[config.mk]
export PLATFORM = sky130hd
export DESIGN_NAME = mac_stat_irq_unit
export DESIGN_NICKNAME = d
export VERILOG_FILES = /design/src/rtl/mac_stat_pkg.sv /design/src/rtl/mac_sat_counter.sv /design/src/rtl/mac_status_bank.sv /design/src/rtl/mac_stat_irq_unit.sv
export SDC_FILE = /design/constraint.sdc
export NUM_CORES = 2
export LEC_CHECK = 0
export BUFFER_PORTS_ARGS = -buffer_cell sky130_fd_sc_hd__buf_2
export CAP_MARGIN = 20
export CORE_MARGIN = 2
export CORE_UTILIZATION = 55
export CTS_CLUSTER_DIAMETER = 50
export DETAILED_ROUTE_END_ITERATION = 6
export GPL_TIMING_DRIVEN = 0
export PLACE_DENSITY = 0.78
export SLEW_MARGIN = 40
export SYNTH_ARGS = -nofsm -noshare
export SYNTH_HDL_FRONTEND = slang
export SYNTH_SLANG_ARGS = --single-unit
[constraint.sdc]
create_clock -name clk -period 5.42 [get_ports clk]
set_input_delay 0.813 -clock clk [delete_from_list [all_inputs] [get_ports clk]]
set_output_delay 0.813 -clock clk [all_outputs]
set_load 0.01 [all_outputs]
[src/rtl/mac_stat_pkg.sv]
package mac_stat_pkg;
  localparam int NUM_CNT = 10;
  localparam int TX_SW   = 3;
  localparam int RX_SW   = 9;
  localparam int DATA_W  = 32;

  // counter slots; 0..1 transmit, 2..9 receive
  localparam int C_TX_FRM   = 0;
  localparam int C_TX_BYT   = 1;
  localparam int C_RX_FRM   = 2;
  localparam int C_RX_BYT   = 3;
  localparam int C_DROP_FRM = 4;
  localparam int C_DROP_BYT = 5;
  localparam int C_CRC      = 6;
  localparam int C_PAUSE    = 7;
  localparam int C_BCAST    = 8;
  localparam int C_MCAST    = 9;
  localparam int NUM_TX_CNT = 2;

  // word indices (byte address / 8)
  localparam int W_TX_STAT  = 0;
  localparam int W_TX_MASK  = 1;
  localparam int W_TX_FORCE = 2;
  localparam int W_RX_STAT  = 3;
  localparam int W_RX_MASK  = 4;
  localparam int W_RX_FORCE = 5;
  localparam int W_CNT_BASE = 8;

  function automatic bool_t_dummy(input int x);
    return x;
  endfunction
endpackage

[src/rtl/mac_sat_counter.sv]
module mac_sat_counter #(
  parameter int W     = 32,
  parameter int INC_W = 14
) (
  input  logic             clk,
  input  logic             rst_n,
  input  logic             cnt_en,
  input  logic             evt,
  input  logic [INC_W-1:0] inc,
  input  logic             rd_clr,
  output logic [W-1:0]     value,
  output logic             sat_hit
);
  localparam logic [W-1:0] MAXV = {W{1'b1}};

  function automatic logic [W-1:0] sat_add(input logic [W-1:0] a, input logic [INC_W-1:0] b);
    logic [W:0] s;
    s = {1'b0, a} + (W+1)'(b);
    return s[W] ? MAXV : s[W-1:0];
  endfunction

  logic         live;
  logic [W-1:0] base;
  logic [W-1:0] nxt;

  assign live    = cnt_en & evt;
  assign base    = rd_clr ? '0 : value;
  assign nxt     = sat_add(base, inc);
  assign sat_hit = live & (nxt == MAXV) & (base != MAXV);

  always_ff @(posedge clk) begin
    if (!rst_n)      value <= '0;
    else if (live)   value <= nxt;
    else if (rd_clr) value <= '0;
  end
endmodule

[src/rtl/mac_status_bank.sv]
module mac_status_bank #(
  parameter int N = 3
) (
  input  logic         clk,
  input  logic         rst_n,
  input  logic [N-1:0] set_evt,
  input  logic         clr_wr,
  input  logic         force_wr,
  input  logic         mask_wr,
  input  logic [N-1:0] wdata,
  output logic [N-1:0] stat,
  output logic [N-1:0] mask,
  output logic         irq
);
  function automatic logic [N-1:0] next_stat(input logic [N-1:0] cur, input logic [N-1:0] setv,
                                             input logic [N-1:0] clrv, input logic [N-1:0] frcv);
    return (cur & ~clrv) | setv | frcv;
  endfunction

  logic [N-1:0] clr_bits;
  logic [N-1:0] frc_bits;

  assign clr_bits = clr_wr   ? wdata : '0;
  assign frc_bits = force_wr ? wdata : '0;

  always_ff @(posedge clk) begin
    if (!rst_n) begin
      stat <= '0;
      mask <= '1;
      irq  <= 1'b0;
    end else begin
      stat <= next_stat(stat, set_evt, clr_bits, frc_bits);
      if (mask_wr) mask <= wdata;
      irq  <= |(stat & ~mask);
    end
  end
endmodule

[src/rtl/mac_stat_irq_unit.sv]
module mac_stat_irq_unit
  import mac_stat_pkg::*;
#(
  parameter int CNT_W  = 32,
  parameter int LEN_W  = 14,
  parameter int ADDR_W = 8
) (
  input  logic              clk,
  input  logic              rst_n,
  input  logic              tx_enable,
  input  logic              rx_enable,
  input  logic              tx_done,
  input  logic [LEN_W-1:0]  tx_len,
  input  logic              rx_done,
  input  logic [LEN_W-1:0]  rx_len,
  input  logic              rx_drop,
  input  logic              rx_crc_bad,
  input  logic              rx_pause,
  input  logic              rx_bcast,
  input  logic              rx_mcast,
  input  logic              reg_wr,
  input  logic              reg_rd,
  input  logic [ADDR_W-1:0] reg_addr,
  input  logic [31:0]       reg_wdata,
  output logic [31:0]       reg_rdata,
  output logic              tx_irq,
  output logic              rx_irq
);
  localparam logic [LEN_W-1:0] ONE = LEN_W'(1);

  // decode
  logic addr_ok;
  int   sel;
  assign addr_ok = (reg_addr[2:0] == 3'b000);
  always_comb sel = int'(reg_addr[ADDR_W-1:3]);

  logic tx_clr_wr, tx_force_wr, tx_mask_wr;
  logic rx_clr_wr, rx_force_wr, rx_mask_wr;
  assign tx_clr_wr   = reg_wr && addr_ok && (sel == W_TX_STAT);
  assign tx_mask_wr  = reg_wr && addr_ok && (sel == W_TX_MASK);
  assign tx_force_wr = reg_wr && addr_ok && (sel == W_TX_FORCE);
  assign rx_clr_wr   = reg_wr && addr_ok && (sel == W_RX_STAT);
  assign rx_mask_wr  = reg_wr && addr_ok && (sel == W_RX_MASK);
  assign rx_force_wr = reg_wr && addr_ok && (sel == W_RX_FORCE);

  // counter events
  logic             cnt_evt [NUM_CNT];
  logic [LEN_W-1:0] cnt_inc [NUM_CNT];
  logic             cnt_clr [NUM_CNT];
  logic [CNT_W-1:0] cnt_val [NUM_CNT];
  logic [NUM_CNT-1:0] cnt_hit;

  always_comb begin
    cnt_evt[C_TX_FRM]   = tx_done;               cnt_inc[C_TX_FRM]   = ONE;
    cnt_evt[C_TX_BYT]   = tx_done;               cnt_inc[C_TX_BYT]   = tx_len;
    cnt_evt[C_RX_FRM]   = rx_done;               cnt_inc[C_RX_FRM]   = ONE;
    cnt_evt[C_RX_BYT]   = rx_done;               cnt_inc[C_RX_BYT]   = rx_len;
    cnt_evt[C_DROP_FRM] = rx_done & rx_drop;     cnt_inc[C_DROP_FRM] = ONE;
    cnt_evt[C_DROP_BYT] = rx_done & rx_drop;     cnt_inc[C_DROP_BYT] = rx_len;
    cnt_evt[C_CRC]      = rx_done & rx_crc_bad;  cnt_inc[C_CRC]      = ONE;
    cnt_evt[C_PAUSE]    = rx_done & rx_pause;    cnt_inc[C_PAUSE]    = ONE;
    cnt_evt[C_BCAST]    = rx_done & rx_bcast;    cnt_inc[C_BCAST]    = ONE;
    cnt_evt[C_MCAST]    = rx_done & rx_mcast;    cnt_inc[C_MCAST]    = ONE;
  end

  for (genvar i = 0; i < NUM_CNT; i++) begin : g_cnt
    localparam bit IS_TX = (i < NUM_TX_CNT);
    assign cnt_clr[i] = reg_rd && addr_ok && (sel == W_CNT_BASE + i);
    mac_sat_counter #(.W(CNT_W), .INC_W(LEN_W)) u_cnt (
      .clk     (clk),
      .rst_n   (rst_n),
      .cnt_en  (IS_TX ? tx_enable : rx_enable),
      .evt     (cnt_evt[i]),
      .inc     (cnt_inc[i]),
      .rd_clr  (cnt_clr[i]),
      .value   (cnt_val[i]),
      .sat_hit (cnt_hit[i])
    );
  end

  // status set events
  logic             tx_frame_evt, rx_frame_evt;
  logic [TX_SW-1:0] tx_set;
  logic [RX_SW-1:0] rx_set;
  assign tx_frame_evt = tx_enable & tx_done;
  assign rx_frame_evt = rx_enable & rx_done & ~rx_drop & ~rx_crc_bad;
  assign tx_set = {cnt_hit[NUM_TX_CNT-1:0], tx_frame_evt};
  assign rx_set = {cnt_hit[NUM_CNT-1:NUM_TX_CNT], rx_frame_evt};

  logic [TX_SW-1:0] tx_stat, tx_mask;
  logic [RX_SW-1:0] rx_stat, rx_mask;

  mac_status_bank #(.N(TX_SW)) u_tx_bank (
    .clk(clk), .rst_n(rst_n), .set_evt(tx_set),
    .clr_wr(tx_clr_wr), .force_wr(tx_force_wr), .mask_wr(tx_mask_wr),
    .wdata(reg_wdata[TX_SW-1:0]), .stat(tx_stat), .mask(tx_mask), .irq(tx_irq)
  );

  mac_status_bank #(.N(RX_SW)) u_rx_bank (
    .clk(clk), .rst_n(rst_n), .set_evt(rx_set),
    .clr_wr(rx_clr_wr), .force_wr(rx_force_wr), .mask_wr(rx_mask_wr),
    .wdata(reg_wdata[RX_SW-1:0]), .stat(rx_stat), .mask(rx_mask), .irq(rx_irq)
  );

  logic unused_wdata;
  assign unused_wdata = ^reg_wdata[DATA_W-1:RX_SW];

  // read path
  logic [DATA_W-1:0] rd_mux;
  always_comb begin
    rd_mux = '0;
    if (addr_ok) begin
      case (sel)
        W_TX_STAT, W_TX_FORCE: rd_mux = DATA_W'(tx_stat);
        W_TX_MASK:             rd_mux = DATA_W'(tx_mask);
        W_RX_STAT, W_RX_FORCE: rd_mux = DATA_W'(rx_stat);
        W_RX_MASK:             rd_mux = DATA_W'(rx_mask);
        default: begin
          for (int i = 0; i < NUM_CNT; i++)
            if (sel == W_CNT_BASE + i) rd_mux = DATA_W'(cnt_val[i]);
        end
      endcase
    end
  end

  always_ff @(posedge clk) begin
    if (!rst_n)      reg_rdata <= '0;
    else if (reg_rd) reg_rdata <= rd_mux;
  end
endmodule

After elaboration in Yosys (flattened, before gate mapping):

Cells that the tools add are included.

* flip-flop bits (word level): 378
* latch bits: 0
* RAM bits: 0
* ROM bits: 0
* input port bits: 81
* output and inout port bits: 34
* word-level logic and storage cells: 186
* memories kept: 0

* add/subtract/negate cells: 10
* $mul: 0
* div/mod/pow operators: 0
* $lt $le $gt $ge: 0
* eq/ne operators: 40
* shift operators: 0
* muxes and demuxes: 46
* bitwise operators: 48
* reductions and logical operators: 25

Operators with widths (number)
* 32-bit two-way mux: 41
* 32-bit equality test (second input constant): 10
* 32-bit inequality test (second input constant): 10
* 32-bit by 1-bit adder with 33-bit output (second input constant): 7
* 32-bit case mux with 4 select lines: 1
* 32-bit by 14-bit adder with 33-bit output: 3
* 32-bit logical NOT: 2
* 5-bit equality test (second input constant): 10
* 1-bit AND: 34
* 5-bit by 3-bit equality test with 1-bit output (second input constant): 4
* 9-bit AND: 2
* 1-bit logical AND: 18
* 9-bit two-way mux: 2
* 9-bit NOT: 2
* 9-bit bitwise OR: 2
* 5-bit by 2-bit equality test with 1-bit output (second input constant): 3
* 5-bit by 4-bit equality test with 1-bit output (second input constant): 2
* 9-bit OR reduction: 1
* 3-bit AND: 2
* 3-bit two-way mux: 2
* 3-bit NOT: 2
* 3-bit bitwise OR: 2
* 5-bit by 1-bit equality test with 1-bit output (second input constant): 1
* 2-bit OR reduction: 2
* other kinds (3): 4

Logic depth before layout (Yosys ltp):

* depth after elaboration: 13
* depth in mapped cells: 25
* mapped depth without buffers: 16

Modules after synthesis:

A second synthesis with hierarchy kept.

* cell total of the unflattened synthesis: 5394
* area total of the unflattened synthesis: 39470.4 um^2

Modules (own cells, without submodules)
* mac_sat_counter (g_cnt[0].u_cnt ...): times used 5, cells an instance 471, area an instance 3398.3 um^2
* mac_sat_counter (g_cnt[5].u_cnt ...): times used 5, cells an instance 463, area an instance 3357.0 um^2
* mac_stat_irq_unit: times used 1, cells an instance 616, area an instance 4576.9 um^2
* mac_status_bank (u_rx_bank): times used 1, cells an instance 82, area an instance 840.8 um^2
* mac_status_bank (u_tx_bank): times used 1, cells an instance 26, area an instance 276.5 um^2

Least setup slack after synthesis:

No wires, ideal clock.

* kind: input port to flip-flop
* start: input port reg_addr[3]
* end: register u_tx_bank.stat[2]
* setup time: 87 ps
* arrival time: 5643 ps
* required time: 5333 ps
* slack: -310 ps
* stages on the path: 24
* path buffers: 10
* cells stage by stage: and3b_1 -> clkbuf_1 -> buf_2 -> nand3_1 -> clkbuf_1 -> clkbuf_1 -> clkbuf_1 -> buf_1 -> clkbuf_1 -> clkbuf_1 -> and2_1 -> ha_1 -> clkbuf_1 -> nand3_1 -> nor2_1 -> nand4_1 -> and4bb_2 -> a21oi_4 -> buf_4 -> or2_2 -> xnor2_1 -> a2111oi_0 -> nand4_1 -> o31ai_1

* cells in the longest elaborated chain, start to end: 10
* elaborated cells on any way between the ends: 19
* those cells by class: add/sub: 1; eq/ne: 4; mux: 4; bitwise: 6; reduce/logical: 4

Ends and longest elaborated chain
* start: declaration: RTL line mac_stat_irq_unit.sv:23 `input logic [ADDR_W-1:0] reg_addr,`
* 5-bit equality test: RTL line mac_stat_irq_unit.sv:68 `assign cnt_clr[i] = reg_rd && addr_ok && (sel == W_CNT_BASE + i);`
* 1-bit logical AND: RTL line mac_stat_irq_unit.sv:68
* 32-bit two-way mux: RTL line mac_sat_counter.sv:27 `assign base = rd_clr ? '0 : value;`
* 32-bit by 14-bit adder with 33-bit output: RTL line mac_sat_counter.sv:18 `s = {1'b0, a} + (W+1)'(b);`
* 32-bit two-way mux: RTL line mac_sat_counter.sv:19 `return s[W] ? MAXV : s[W-1:0];`
* 32-bit equality test: RTL line mac_sat_counter.sv:29 `assign sat_hit = live & (nxt == MAXV) & (base != MAXV);`
* 1-bit AND (2 in series): RTL line mac_sat_counter.sv:29
* 3-bit bitwise OR: RTL line mac_status_bank.sv:17 `return (cur & ~clrv) | setv | frcv;`
* 3-bit bitwise OR *: RTL line mac_status_bank.sv:17
* end signal: assignment: RTL line mac_status_bank.sv:32 `stat <= next_stat(stat, set_evt, clr_bits, frc_bits);`
* end: declaration: RTL line mac_status_bank.sv:11 `output logic [N-1:0] stat,`

Every way passes the cells marked *; elsewhere a longest branch is shown, timed or not.
A chain may end at the register's enable or synchronous reset.

Worst setup path after layout:

* start: input port reg_addr[2]
* end: register u_rx_bank.stat[2]

* cells in the longest elaborated chain, start to end: 11
* elaborated cells on any way between the ends: 19
* those cells by class: add/sub: 1; eq/ne: 2; mux: 4; bitwise: 6; reduce/logical: 6

Ends and longest elaborated chain
* 3-bit logical NOT *: RTL line mac_stat_irq_unit.sv:34 `assign addr_ok = (reg_addr[2:0] == 3'b000);`
* 1-bit logical AND (2 in series): RTL line mac_stat_irq_unit.sv:68
* 32-bit two-way mux: RTL line mac_sat_counter.sv:27
* 32-bit by 14-bit adder with 33-bit output: RTL line mac_sat_counter.sv:18
* 32-bit two-way mux: RTL line mac_sat_counter.sv:19
* 32-bit equality test: RTL line mac_sat_counter.sv:29
* 1-bit AND (2 in series): RTL line mac_sat_counter.sv:29
* 9-bit bitwise OR: RTL line mac_status_bank.sv:17
* 9-bit bitwise OR *: RTL line mac_status_bank.sv:17
* end signal: assignment: RTL line mac_status_bank.sv:32
* end: declaration: RTL line mac_status_bank.sv:11

Marked as above.

==> results by group <==
Outcome
  • Status: finished, violations left
  • Failing checks: DRC, setup timing

Synthesis
  • Post-synth EDFFs: 0
  • Count leader, synth: nand2_1
  • Post-synthesis sequential area ratio: 26.9%
  • Mapped Area: 28100 um^2
  • Synthesized area per cell: 7.21 um^2
  • Cell taking the most area after synthesis: dfxtp_1
  • Top cells by count, synth: nand2_1, dfxtp_1, nor2_1
  • Ys flop type: dfxtp_1
  • Post-Synthesis Cells: 3898
  • Async SR Flop Fraction: 0%
  • Syn_nets: 4004
  • Post-synthesis register bit count: 378
  • Largest cells by area after synthesis: dfxtp_1, nand2_1, a21oi_1, xnor2_1, nor2_1
  • Ys Warns: 0
  • Netlist cell types: 104
  • Synth top area share: 26.9%

Global routing
  • Initial antenna violation count: 13
  • First-pass GRT wire length: 215 mm
  • GRT Resource Usage Total: 55.0%
  • GRT overflow: 0
  • Largest net degree at the start of global routing: 20
  • Vias in the first global route: 31500

STA
  • Fmax: 182 MHz
  • Fin crit share: 102%
  • Final setup TNS: -0.159 ns
  • Worst hold margin: 0.449 ns
  • Worst slew margin: 33.6%
  • Worst clock skew: 0.0284 ns
  • RSZ-0062 raised after global routing: yes
  • Final setup fails: 2
  • Setup ws final: -0.0854 ns
  • Fin. max-slew vios: 0
  • Worst slew pin tran: 0.996 ns
  • Fin crit period: 5.51 ns
  • Final Hold Fails: 0

Pwr
  • Worst vdd ir: 0.000235 V
  • P per Cell Area: 240 nW/um^2
  • P_leak: 10.9 nW

Place
  • Dpl cells: 4652
  • Port buffer count: 79
  • GPL Wtd Cong: 1.19
  • HPWL Detailed: 112 mm

Clock network
  • Clock buffer depth: 3
  • Num CTS Buffers: 55
  • Reg clk slew, reported paths: 0.06 ns
  • Clock sink count: 378
  • CTS root buffer: clkbuf_16
  • CTS H-tree depth: 2
  • Skew-Pair Late Insertion Delay: 0.63 ns
  • CTS tree: yes
  • # hold bufs at CTS: 0

Finish
  • Share of cells above drive strength 1: 10.6%
  • Storage cell area: 7570 um^2
  • # fillers: 4576
  • Area of the multi-input gates: 19600 um^2
  • Final non-filler cell total: 4783
  • Area grow syn2layout: 15.2%
  • Nets@finish: 4165

Critical path
  • Reg2reg setup slack: 0.73 ns
  • FF-to-FF Start: g_cnt[3].u_cnt.value[7]
  • Critical path arrival: 5.95 ns
  • WS Path Type: input port to register
  • Largest fanout on the critical path: 11
  • CP Launch Point: reg_addr[2]
  • R2R Path End: u_rx_bank.stat[2]
  • CP Capture Point: u_rx_bank.stat[2]
  • CP Capture Type: register
  • Reg2Reg Depth: 13
  • Startpoint types: input port
  • CP Data Required Time: 5.86 ns

Flow run
  • Number of max-cap violations: 0

Floorplanning
  • Die area: 52900 um^2
  • Die Y: 230 um
  • DIE WIDTH: 230 um
  • Ports: 115
  • Initial Util: 55.9%
  • Rows: 82
  • Core region area: 50300 um^2

Routing
  • DRC: 7
  • Detail-routed via count per cell: 7.43
  • DRT iter0 DRCs: 6199
  • Vias post-DR: 35500
  • Sum of routed wire length over all layers: 152 mm
  • Drt wl/cell: 31.7 um
  • Drt first pass iters: 7
  • Routed Antenna Nets: 0

Worst hold path
  • Hold path depth: 3
  • Hold Path Class: input port to register
  • Hold path start: reg_wdata[6]
[through the flow]
stage	power (mW)	utilization [%]	worst slack (ns)	instance area [um^2]
after detailed placement	3.83	58.6	-2.32	29500
after global routing	7.85	64.3	-0.152	32300
after global placement	3.82	58.4	-2.94	29400
after CTS	7.60	63.3	-0.205	31800
final	7.77	64.4	-0.0854	32400
after floorplan	3.47	-	0.0151	28100
[critical path, cell delays in order]
cell and delay [ns]:
buf_2 0.12, nor4b_4 0.27, buf_6 0.16, buf_12 0.12, nand3_4 0.19, buf_6 0.23, buf_4 0.18, buf_4 0.19
and2_1 0.18, ha_1 0.23, ha_2 0.23, a211o_1 0.30, a221oi_2 0.25, a221oi_2 0.09, a22oi_2 0.29, o31ai_2 0.10
nand4_1 0.11, buf_6 0.16, buf_8 0.15, nand4b_1 0.11, o2111ai_1 0.12, nor4b_2 0.27, nand4_1 0.19, o41ai_4 0.84
[cell usage in the layout (no fill, tap or decap), types with 13 or more instances in the layout]
master / instances
nand2_1: 458
dfxtp_1: 378
nor2_1: 326
a21oi_1: 289
clkbuf_1: 219
nand3_1: 216
o21ai_0: 190
xnor2_1: 145
nor3_1: 143
a22oi_1: 128
a31oi_1: 109
xor2_1: 107
nand4_1: 98
buf_2: 94
and3_1: 82
inv_1: 62
and2_1: 61
clkbuf_16: 58
a211oi_1: 54
a221oi_1: 47
clkbuf_2: 40
buf_4: 39
a311oi_1: 38
a21o_1: 35
nor4_1: 32
o311a_1: 29
o22ai_1: 27
o211ai_1: 27
a22o_1: 24
o31ai_1: 24
nor2b_1: 22
ha_1: 19
buf_1: 18
and4_1: 18
a41oi_1: 18
nor4bb_1: 18
nor3b_1: 14
nand4b_1: 14
nand2b_1: 13
[flip-flops by register name, summed over array words and instances, names as in the netlist]
name / count
g_cnt.u_cnt.value: 320
reg_rdata: 32
u_rx_bank.irq: 1
u_rx_bank.mask: 9
u_rx_bank.stat: 9
u_tx_bank.irq: 1
u_tx_bank.mask: 3
u_tx_bank.stat: 3
[layer usage]
| metal | global-route usage [%] | up-vias | wire [um] |
|---|---|---|---|
| met5 | 0 | - | 147 |
| met4 | 43.6 | 14 | 15900 |
| met3 | 21.0 | 934 | 24800 |
| met2 | 77.1 | 3303 | 58600 |
| met1 | 67.0 | 16400 | 52200 |
| li1 | - | 14900 | - |
[cells by family (layout without fill, tap and decap cells)]
family / after synthesis / in the layout / synth area share [%]
compound gates: 1181 / 1181 / 28.4
buf+inv: 390 / 592 / 5.42
simple gates: 1645 / 1645 / 29.2
mux: 13 / 13 / 0.485
fa+ha+maj: 33 / 33 / 1.40
xor+xnor: 258 / 258 / 8.12
flops: 378 / 378 / 26.9
other cells: 0 / 11 / 0
[area by class of cell]
cell class              count  area share (%)
diodes                     11          0.0850
plain buffers             314            4.43
clock buffers              68            4.69
clock inverters            30            1.19
inverters                  63           0.730
multi-input cells        3130            60.7
flip-flops and latches    378            23.4
well taps                 672            2.60
repair buffers            117            2.22
[where the power goes]
group | internal (mW) | switching, mW
registers | 2.82 | 0.0669
logic | 0.290 | 0.725
clock network | 2.33 | 1.54
[worst min-delay path by stage]
stage / slack, ns / endpoint
2_1_floorplan: 0.46 / g_cnt[0].u_cnt.value[11]
3_3_place_gp: 0.43 / reg_rdata[18]
3_5_place_dp: 0.44 / reg_rdata[19]
4_1_cts: 0.45 / u_rx_bank.mask[6]
5_1_grt: 0.47 / reg_rdata[30]
6_report: 0.45 / u_rx_bank.mask[6]
[repair_timing]
| item | in CTS | in global routing |
|---|---|---|
| hold endpoints to repair | 0 | 0 |
| setup buffers | 13 | 22 |
| endpoints found under the setup margin | 265 | 137 |
| gates resized for setup | 96 | 90 |
| pin swaps | 14 | 36 |
No activity file was read; power rests on OpenSTA's default activity.
